**config.mk**
```make
export PLATFORM = sky130hd
export DESIGN_NAME = capch_channel
export DESIGN_NICKNAME = d
export VERILOG_FILES = /design/src/rtl/capch_pkg.sv /design/src/rtl/capch_sync_edge.sv /design/src/rtl/capch_cfg_pipe.sv /design/src/rtl/capch_flag.sv /design/src/rtl/capch_channel.sv
export SDC_FILE = /design/constraint.sdc
export NUM_CORES = 1
export LEC_CHECK = 0
export CAP_MARGIN = 15
export CORE_MARGIN = 2
export CORE_UTILIZATION = 26
export DETAILED_ROUTE_END_ITERATION = 8
export GPL_ROUTABILITY_DRIVEN = 0
export PLACE_DENSITY = 0.68
export SLEW_MARGIN = 30
export SYNTH_ARGS = -nofsm -noshare
export SYNTH_HDL_FRONTEND = slang
export SYNTH_SLANG_ARGS = --single-unit
```
**constraint.sdc**
```tcl
create_clock -name clk_i -period 3.6 [get_ports clk_i]
set_input_delay 0.36 -clock clk_i [delete_from_list [all_inputs] [get_ports clk_i]]
set_output_delay 0.36 -clock clk_i [all_outputs]
set_load 0.03 [all_outputs]
```
**src/rtl/capch_pkg.sv**
```systemverilog
package capch_pkg;

  typedef enum logic [1:0] {
    EDGE_NONE = 2'b00,
    EDGE_RISE = 2'b01,
    EDGE_FALL = 2'b10,
    EDGE_BOTH = 2'b11
  } edge_sel_e;

  localparam int unsigned CSR_W    = 8;
  localparam int unsigned FLAG_BIT = 7;
  localparam int unsigned IE_BIT   = 6;
  localparam int unsigned SEL_HI   = 3;
  localparam int unsigned SEL_LO   = 2;

endpackage

```
**src/rtl/capch_sync_edge.sv**
```systemverilog
module capch_sync_edge #(
  parameter int unsigned STAGES = 2
) (
  input  logic clk_i,
  input  logic rst_ni,
  input  logic pin_i,
  output logic rise_o,
  output logic fall_o
);
  localparam int unsigned LEN = STAGES + 1;

  logic [LEN-1:0] shf_q;
  logic [LEN-1:0] shf_d;

  always_comb begin
    shf_d = {shf_q[LEN-2:0], pin_i};
  end

  always_ff @(posedge clk_i or negedge rst_ni) begin
    if (!rst_ni) begin
      shf_q <= '0;
    end else begin
      shf_q <= shf_d;
    end
  end

  // newest synchronised sample against the one before it
  assign rise_o = shf_q[LEN-2] & ~shf_q[LEN-1];
  assign fall_o = ~shf_q[LEN-2] & shf_q[LEN-1];

endmodule

```
**src/rtl/capch_cfg_pipe.sv**
```systemverilog
module capch_cfg_pipe #(
  parameter int unsigned W     = 2,
  parameter int unsigned DEPTH = 2
) (
  input  logic         clk_i,
  input  logic         rst_ni,
  input  logic [W-1:0] d_i,
  output logic [W-1:0] q_o
);
  logic [W-1:0] stg_q [DEPTH];

  for (genvar g = 0; g < DEPTH; g++) begin : g_stage
    logic [W-1:0] stg_d;
    if (g == 0) begin : g_head
      assign stg_d = d_i;
    end else begin : g_body
      assign stg_d = stg_q[g-1];
    end
    always_ff @(posedge clk_i or negedge rst_ni) begin
      if (!rst_ni) begin
        stg_q[g] <= '0;
      end else begin
        stg_q[g] <= stg_d;
      end
    end
  end

  assign q_o = stg_q[DEPTH-1];

endmodule

```
**src/rtl/capch_flag.sv**
```systemverilog
module capch_flag (
  input  logic clk_i,
  input  logic rst_ni,
  input  logic evt_i,
  input  logic clr_i,
  output logic flag_o,
  output logic pend_o
);
  logic flag_q, flag_d;
  logic pend_q, pend_d;

  always_comb begin
    flag_d = flag_q;
    pend_d = pend_q;
    if (clr_i) begin
      // a clear only succeeds when nothing arrived behind the flag
      flag_d = evt_i | pend_q;
      pend_d = 1'b0;
    end else if (evt_i) begin
      flag_d = 1'b1;
      pend_d = flag_q;
    end
  end

  always_ff @(posedge clk_i or negedge rst_ni) begin
    if (!rst_ni) begin
      flag_q <= 1'b0;
      pend_q <= 1'b0;
    end else begin
      flag_q <= flag_d;
      pend_q <= pend_d;
    end
  end

  assign flag_o = flag_q;
  assign pend_o = pend_q;

endmodule

```
**src/rtl/capch_channel.sv**
```systemverilog
module capch_channel
  import capch_pkg::*;
#(
  parameter int unsigned CNT_W       = 16,
  parameter int unsigned SYNC_STAGES = 2,
  parameter int unsigned CFG_DELAY   = 2
) (
  input  logic             clk_i,
  input  logic             rst_ni,
  input  logic             pin_i,
  input  logic [CNT_W-1:0] cnt_i,
  input  logic             csr_we_i,
  input  logic [7:0]       csr_wdata_i,
  output logic [7:0]       csr_rdata_o,
  output logic [CNT_W-1:0] cap_o,
  output logic             irq_o
);
  localparam int unsigned SEL_W = SEL_HI - SEL_LO + 1;

  // software-visible configuration
  logic      ie_q, ie_d;
  edge_sel_e sel_q, sel_d;
  logic      cfg_en;

  assign cfg_en = csr_we_i;

  always_comb begin
    ie_d  = csr_wdata_i[IE_BIT];
    sel_d = edge_sel_e'(csr_wdata_i[SEL_HI:SEL_LO]);
  end

  always_ff @(posedge clk_i or negedge rst_ni) begin
    if (!rst_ni) begin
      ie_q  <= 1'b0;
      sel_q <= EDGE_NONE;
    end else if (cfg_en) begin
      ie_q  <= ie_d;
      sel_q <= sel_d;
    end
  end

  // delayed copy of the edge selection that actually qualifies edges
  logic [SEL_W-1:0] act_sel;

  capch_cfg_pipe #(
    .W     (SEL_W),
    .DEPTH (CFG_DELAY)
  ) cfg_pipe_i (
    .clk_i  (clk_i),
    .rst_ni (rst_ni),
    .d_i    (sel_q),
    .q_o    (act_sel)
  );

  logic rise, fall;

  capch_sync_edge #(
    .STAGES (SYNC_STAGES)
  ) sync_i (
    .clk_i  (clk_i),
    .rst_ni (rst_ni),
    .pin_i  (pin_i),
    .rise_o (rise),
    .fall_o (fall)
  );

  logic evt;
  assign evt = (rise & act_sel[0]) | (fall & act_sel[1]);

  logic clr;
  assign clr = csr_we_i & csr_wdata_i[FLAG_BIT];

  logic flag, flag_pend;

  capch_flag flag_i (
    .clk_i  (clk_i),
    .rst_ni (rst_ni),
    .evt_i  (evt),
    .clr_i  (clr),
    .flag_o (flag),
    .pend_o (flag_pend)
  );

  // capture register: reloads on every qualifying edge
  logic [CNT_W-1:0] cap_q, cap_d;
  logic             cap_en;

  assign cap_en = evt;

  always_comb begin
    cap_d = cnt_i;
  end

  always_ff @(posedge clk_i or negedge rst_ni) begin
    if (!rst_ni) begin
      cap_q <= '0;
    end else if (cap_en) begin
      cap_q <= cap_d;
    end
  end

  always_comb begin
    csr_rdata_o                = '0;
    csr_rdata_o[FLAG_BIT]      = flag;
    csr_rdata_o[IE_BIT]        = ie_q;
    csr_rdata_o[SEL_HI:SEL_LO] = sel_q;
  end

  assign cap_o = cap_q;
  assign irq_o = flag & ie_q;

endmodule

```
==> results of run 1 <==
## synth_stat cells (all sizes together)
cell	count
conb	1
buf	7
and2	1
mux2	19
dfrtp	28
nand3b	3
nand3	1
mux2i	1
nand2	4
## critical path, delay by kind of cell, from the launching register on
family	cells	cell delay, ns
flops	1	0.38
buf+inv	1	0.66
simple gates	1	0.13
## stage by stage
stage	utilization (%)	setup slack (ns)	area [um^2]
2_1_floorplan	-	2.33	1090
3_3_place_gp	38.4	1.88	1540
3_5_place_dp	38.3	2.09	1530
4_1_cts	39.7	1.78	1590
5_1_grt	39.7	1.75	1590
6_report	39.7	1.80	1590
## per-layer routing
metal | global-route usage [%] | up-vias | part of all wire [%]
li1 | - | 301 | -
met1 | 9.93 | 325 | 39
met2 | 16.0 | 28 | 53
met3 | 2.30 | 2 | 7.6
met4 | 2.25 | 0 | 0.30
met5 | 0 | - | 0
## registers in the layout (all words and copies together) (netlist names)
| signal | count |
|---|---|
| flag_i.pend_o | 1 |
| flag_i.flag_o | 1 |
| sync_i.shf_q | 3 |
| sel_q | 2 |
| cap_o | 16 |
| cfg_pipe_i.q_o | 2 |
| cfg_pipe_i.g_stage.stg_d | 2 |
| ie_q | 1 |
## worst max path at each step
stage / start / endpoint / slack (ns) / depth (start not counted)
finish: flag_i.flag_o / irq_o / 1.80 / 2
CTS: flag_i.flag_o / irq_o / 1.78 / 2
detailed placement: ie_q / irq_o / 2.09 / 2
global placement: rst_ni / cap_o[1] / 1.88 / 1
global route: flag_i.flag_o / irq_o / 1.75 / 2
floorplan: sync_i.shf_q[1] / cap_o[0] / 2.33 / 4
## power groups by stage
stage | sequential (mW) | clock [mW] | combinational, mW
3_5_place_dp | 0.408 | 0 | 0.323
2_1_floorplan | 0.493 | 0 | 0.0994
5_1_grt | 0.408 | 0.214 | 0.336
6_report | 0.401 | 0.187 | 0.319
3_3_place_gp | 0.403 | 0 | 0.318
4_1_cts | 0.402 | 0.199 | 0.324
## logic make-up (layout without fill, tap and decap cells)
group / after synthesis / in the layout / synth area share (%)
buffers and inverters: 7 / 49 / 5.59
and+or+nand+nor: 9 / 9 / 5.24
DFF: 28 / 28 / 65.2
muxes: 20 / 20 / 23.6
other: 1 / 4 / 0.349
## cell type report
cell class                 instances  area, um^2  area share (%)
multi-input combinational         33         325            20.5
tap                               50        62.6            3.94
sequential                        28         701            44.2
timing repair buffer              45         443            27.9
clock buffer                       4        55.1            3.47
==> results.md, run 1 <==
* Commonest non-fill, non-tap cell in the layout: clkdlybuf4s50_1
* Largest net degree at the start of global routing at 28
* Setup TNS at 0 ns
* Die area at 4660 um^2
* Sequential share of power at 44.2%
* DR DRC count at 0
* Placed Instances at 156
* Rows at 23
* Finish-stage setup viols at 0
* Final hold violation count at 0
* Most frequent cells in the layout: clkdlybuf4s50_1, dfrtp_1, mux2_2
* Cell taking the most area after synthesis: dfrtp_1
* Drt pass-1 iters at 4
* TritonCTS Sinks at 28
* Critical R2R Launch: sync_i.shf_q[1]
* Total number of vias at approximately 660
* Routed Antenna Nets at 0
* P_sw at ~0.28 mW
* Die W at 68.3 um
* Layout cells sized above 1 at 23.6%
* Crit path time final at 1.80 ns
* Combinational power share at 35.1%
* Crit Path Class: flip-flop to primary output
* Antenna violations before repair at 0
* Clk pwr share at 20.7%
* Number of global-route vias before repair at between 600 and 700
* Worst min path class: input pin to asynchronous set/reset pin
* CP Launch Type: flip-flop
* Tot Pwr at ~0.9 mW
* R2R Path End: cap_o[9]
* CTS buffer count at 3
* # fillers at between 300 and 400
* Placed wire-length estimate at approximately 1500 um
* Clk buf depth at 2
* # nets final at 139
* Max-cap violation count at 0
* YS warnings at 0
* DR WL/cell at between 10 and 15 um
* Final Non-Filler Cells at 160
* Yosys top cell area share at 65.2%
* CP max FO at 3
* Synth-to-layout area growth at 47.6%
* Core area at 4000 um^2
* Worst-path clk slew at 0.09 ns
* Overall Global Routing Usage at 8.72%
* I/O pin count at 53
* Clock latency at the later pin of the worst-skew pair at roughly 0.26 ns
* Die Y at 68.3 um
* # diodes at 0
* Status: finished, final reports clean
* Port Buf Inserts at 44
* CTS tree: done
* Power Density at 572 nW/um^2
* Synth area leaders: dfrtp_1, mux2_2, mux2_4
* CP cell instances: and2_1 > clkdlybuf4s50_1
* # resized after CTS at 0
* CP max stage cell: clkdlybuf4s50_1
* Clock skew at 0.00283 ns
* Post-CTS Setup Bufs at 0
* R2R Setup Slk at 2.24 ns
* Fin crit share at 49.9%
* Cell depth of the worst flop-to-flop path at 3
* Initial Util at 26.9%
* Crit. End Element: primary output
* Maximum VDD drop at 0.207 mV
* Fin Hold WS at 0.0862 ns
* Hold Buf Count CTS at 0
* Final WL at 2000 um
* Max Freq at 557 MHz
* Arrival time at the worst endpoint at 1.44 ns
* Synth Cell Area at 1070 um^2
* Slew Limit Fails at 0
* Slew headroom at 61.2%
* Worst EP required at 3.24 ns
* Leakage dissipation at 0.675 nW
* Synth cell types at 12
* RSZ-0062 raised after global routing: no
* H-tree depth at 1
* Seq/Total Area, Yosys at 65.2%
* DRT iter0 DRCs at 7
* Syn Area/Cell at 16.5 um^2
* Mapped Cells at 65
* Vias per inst at 4.10
* Total gr overflow at 0
* CP max stage delay at 0.66 ns
* Clock root buffer: clkbuf_8
* First-pass GRT wire length at 3000 um
* Switching Fraction at a little under a third
* Worst Tran Pin Value at between 0.5 and 0.6 ns
* Synthesized flop and latch total at 28
* Internal Power at 0.627 mW
No activity file was read; power rests on OpenSTA's default activity.
==> inputs of run 2 (changes only) <==
==> constraint.sdc (replaced) <==
create_clock -name clk_i -period 1.78 [get_ports clk_i]
set_input_delay 0.178 -clock clk_i [delete_from_list [all_inputs] [get_ports clk_i]]
set_output_delay 0.178 -clock clk_i [all_outputs]
set_load 0.03 [all_outputs]
==> run 2 against run 1 <==
Compared with the run above: non-clock buffer count unchanged; die area did not move; utilization shrank 0.22 points; sequential share of layout area up 0.25 points; setup slack lost 1.6 ns; critical path depth is the same; register-to-register slack worse by 1.8 ns; clock skew down 0.0016 ns; global-route usage is essentially flat; hold slack improved by 0.22 ns; critical endpoint unchanged; largest cell class unchanged.
==> results.md, run 2 (synthesized netlist as in run 1, its figures left out) <==
* Status: finished, final reports clean
* Fin worst setup slack at 0.174 ns (-1.63 ns)
* Switching Fraction at 31.4% (+0.47 points)
* Antenna violations before repair at 0 (unchanged)
* Number of global-route vias before repair at 666 (+2.5%)
* # resized after CTS at 0 (unchanged)
* Core area at 4000 um^2 (unchanged)
* Max Freq at ~620 MHz
* RSZ-0062 raised after global routing: no
* Routed Antenna Nets at 0 (unchanged)
* Power Density at 1130 nW/um^2 (+98%)
* CTS buffer count at 3 (unchanged)
* Largest net degree at the start of global routing at 29 (+3.6%)
* Worst EP required at 1.60 ns (-1.64 ns)
* Total gr overflow at 0 (unchanged)
* Setup TNS at 0 ns (unchanged)
* TritonCTS Sinks at 28 (unchanged)
* Commonest non-fill, non-tap cell in the layout: clkdlybuf4s50_1
* DR WL/cell at 12.9 um (+3.4%)
* Die W at 68.3 um (unchanged)
* CP max FO at 3 (unchanged)
* Drt pass-1 iters at 2 (-2)
* H-tree depth at 1 (unchanged)
* # nets final at 139 (unchanged)
* P_sw at 0.559 mW (+99%)
* Clk pwr share at 18.2% (-2.5 points)
* DRT iter0 DRCs at 11 (+4)
* Final hold violation count at 0 (unchanged)
* Clock skew at 0.00120 ns (-0.00164 ns)
* DR DRC count at 0 (unchanged)
* Placed wire-length estimate at 1570 um (+1.8%)
* Worst-path clk slew at 0.09 ns (about the same)
* Max FFs per register at 16 (unchanged)
* Clk buf depth at 2 (unchanged)
* Die area at 4660 um^2 (unchanged)
* Slew Limit Fails at 0 (unchanged)
* Die Y at 68.3 um (unchanged)
* Synth-to-layout area growth at 46.8%
* Most frequent cells in the layout: clkdlybuf4s50_1, dfrtp_1, mux2_2
* Rows at 23 (unchanged)
* I/O pin count at 53 (unchanged)
* # diodes at 0 (unchanged)
* Arrival time at the worst endpoint at 1.43 ns (about the same)
* Crit. End Element: primary output
* Post-CTS Setup Bufs at 0 (unchanged)
* Family with the most delay on the worst path: buffers and inverters
* Final WL at 2060 um (+2.7%)
* Initial Util at 26.9% (unchanged)
* Combinational power share at 36.3% (+1.2 points)
* Overall Global Routing Usage at 8.68% (-0.041 points)
* Finish-stage setup viols at 0 (unchanged)
* Crit Path Class: flip-flop to primary output
* Layout cells sized above 1 at 22.0% (-1.6 points)
* Hold Buf Count CTS at 0 (unchanged)
* Pre-CTS WS at 0.401 ns (-1.69 ns)
* Leakage dissipation at 0.668 nW (-1.1%)
* Clock latency at the later pin of the worst-skew pair at 0.26 ns (about the same)
* Fin crit share at 90.3%
* CTS tree: done
* Max-cap violation count at 0 (unchanged)
* Worst min path class: input pin to asynchronous set/reset pin
* Tot Pwr at 1.78 mW (+96%)
* CP cell instances: and2_1 > clkdlybuf4s50_1
* CP max stage cell: clkdlybuf4s50_1
* # fillers at 363 (-4.2%)
* Total number of vias at 656 (unchanged)
* CP Launch Type: flip-flop
* Maximum VDD drop at 0.395 mV (+91%)
* Port Buf Inserts at 44 (unchanged)
* Internal Power at 1.22 mW (+95%)
* Crit path buffers/inverters at 1 (unchanged)
* First-pass GRT wire length at 2970 um (-1.1%)
* Crit path time final at 1.61 ns
* Vias per inst at 4.13 (+0.63%)
* Clock root buffer: clkbuf_8
* Sequential share of power at 45.5% (+1.3 points)
* CP max stage delay at 0.66 ns (about the same)
run 2: cell types whose count changed in the layout (fill, tap and decap cells not counted):
cell and delta:
buf_2 -1, clkdlybuf4s50_1 +1, clkbuf_8 -1
run 2: area by class of cell:
cell class	instances	area, um^2	area share (%)
clock buffer	3	41.3	2.62
multi-input combinational	33	325	20.6
sequential	28	701	44.4
tap	50	62.6	3.97
timing repair buffer	45	448	28.4
run 2: final timing paths:
check	from	end	slack [ns]	depth (start not counted)
min	rst_ni	cap_o[12]	0.31	2
min reg2reg	cfg_pipe_i.g_stage[1].stg_d[0]	cfg_pipe_i.q_o[0]	0.35	0
max in group asynchronous	rst_ni	flag_i.pend_o	1.22	2
min in group clk_i	cfg_pipe_i.g_stage[1].stg_d[0]	cfg_pipe_i.q_o[0]	0.35	0
max	flag_i.flag_o	irq_o	0.17	2
max reg2reg	sync_i.shf_q[1]	cap_o[10]	0.42	3
run 2: power by group through the flow:
| stage | Sequential (mW) | Clock [mW] | Combinational (mW) |
|---|---|---|---|
| 2_1_floorplan | 0.996 | 0 | 0.201 |
| 3_3_place_gp | 0.814 | 0 | 0.644 |
| 3_5_place_dp | 0.825 | 0 | 0.655 |
| 4_1_cts | 0.813 | 0.345 | 0.656 |
| 5_1_grt | 0.826 | 0.370 | 0.682 |
| 6_report | 0.811 | 0.325 | 0.647 |
run 2: layer usage:
layer	up-vias	track usage [%]	part of all wire, %
li1	298	-	-
met1	328	9.18	40
met2	28	16.6	53
met3	2	1.97	6.1
met4	0	3.00	0.29
met5	-	0	0
run 2: through the flow:
step / utilization, % / instances / hold WS, ns / area (um^2)
finish: 39.4 / 159 / 0.308 / 1580
global route: 39.4 / 159 / 0.328 / 1580
CTS: 39.4 / 159 / 0.317 / 1580
detailed placement: 38.4 / 156 / 0.335 / 1540
global placement: 38.4 / 156 / 0.335 / 1540
floorplan: - / 68 / -0.118 / 1090
run 2: worst register-to-register path, stage by stage (launching register included):
cell and delay (ns):
dfrtp_1 0.39, nand3b_1 0.20, nand2_4 0.27, mux2_2 0.38
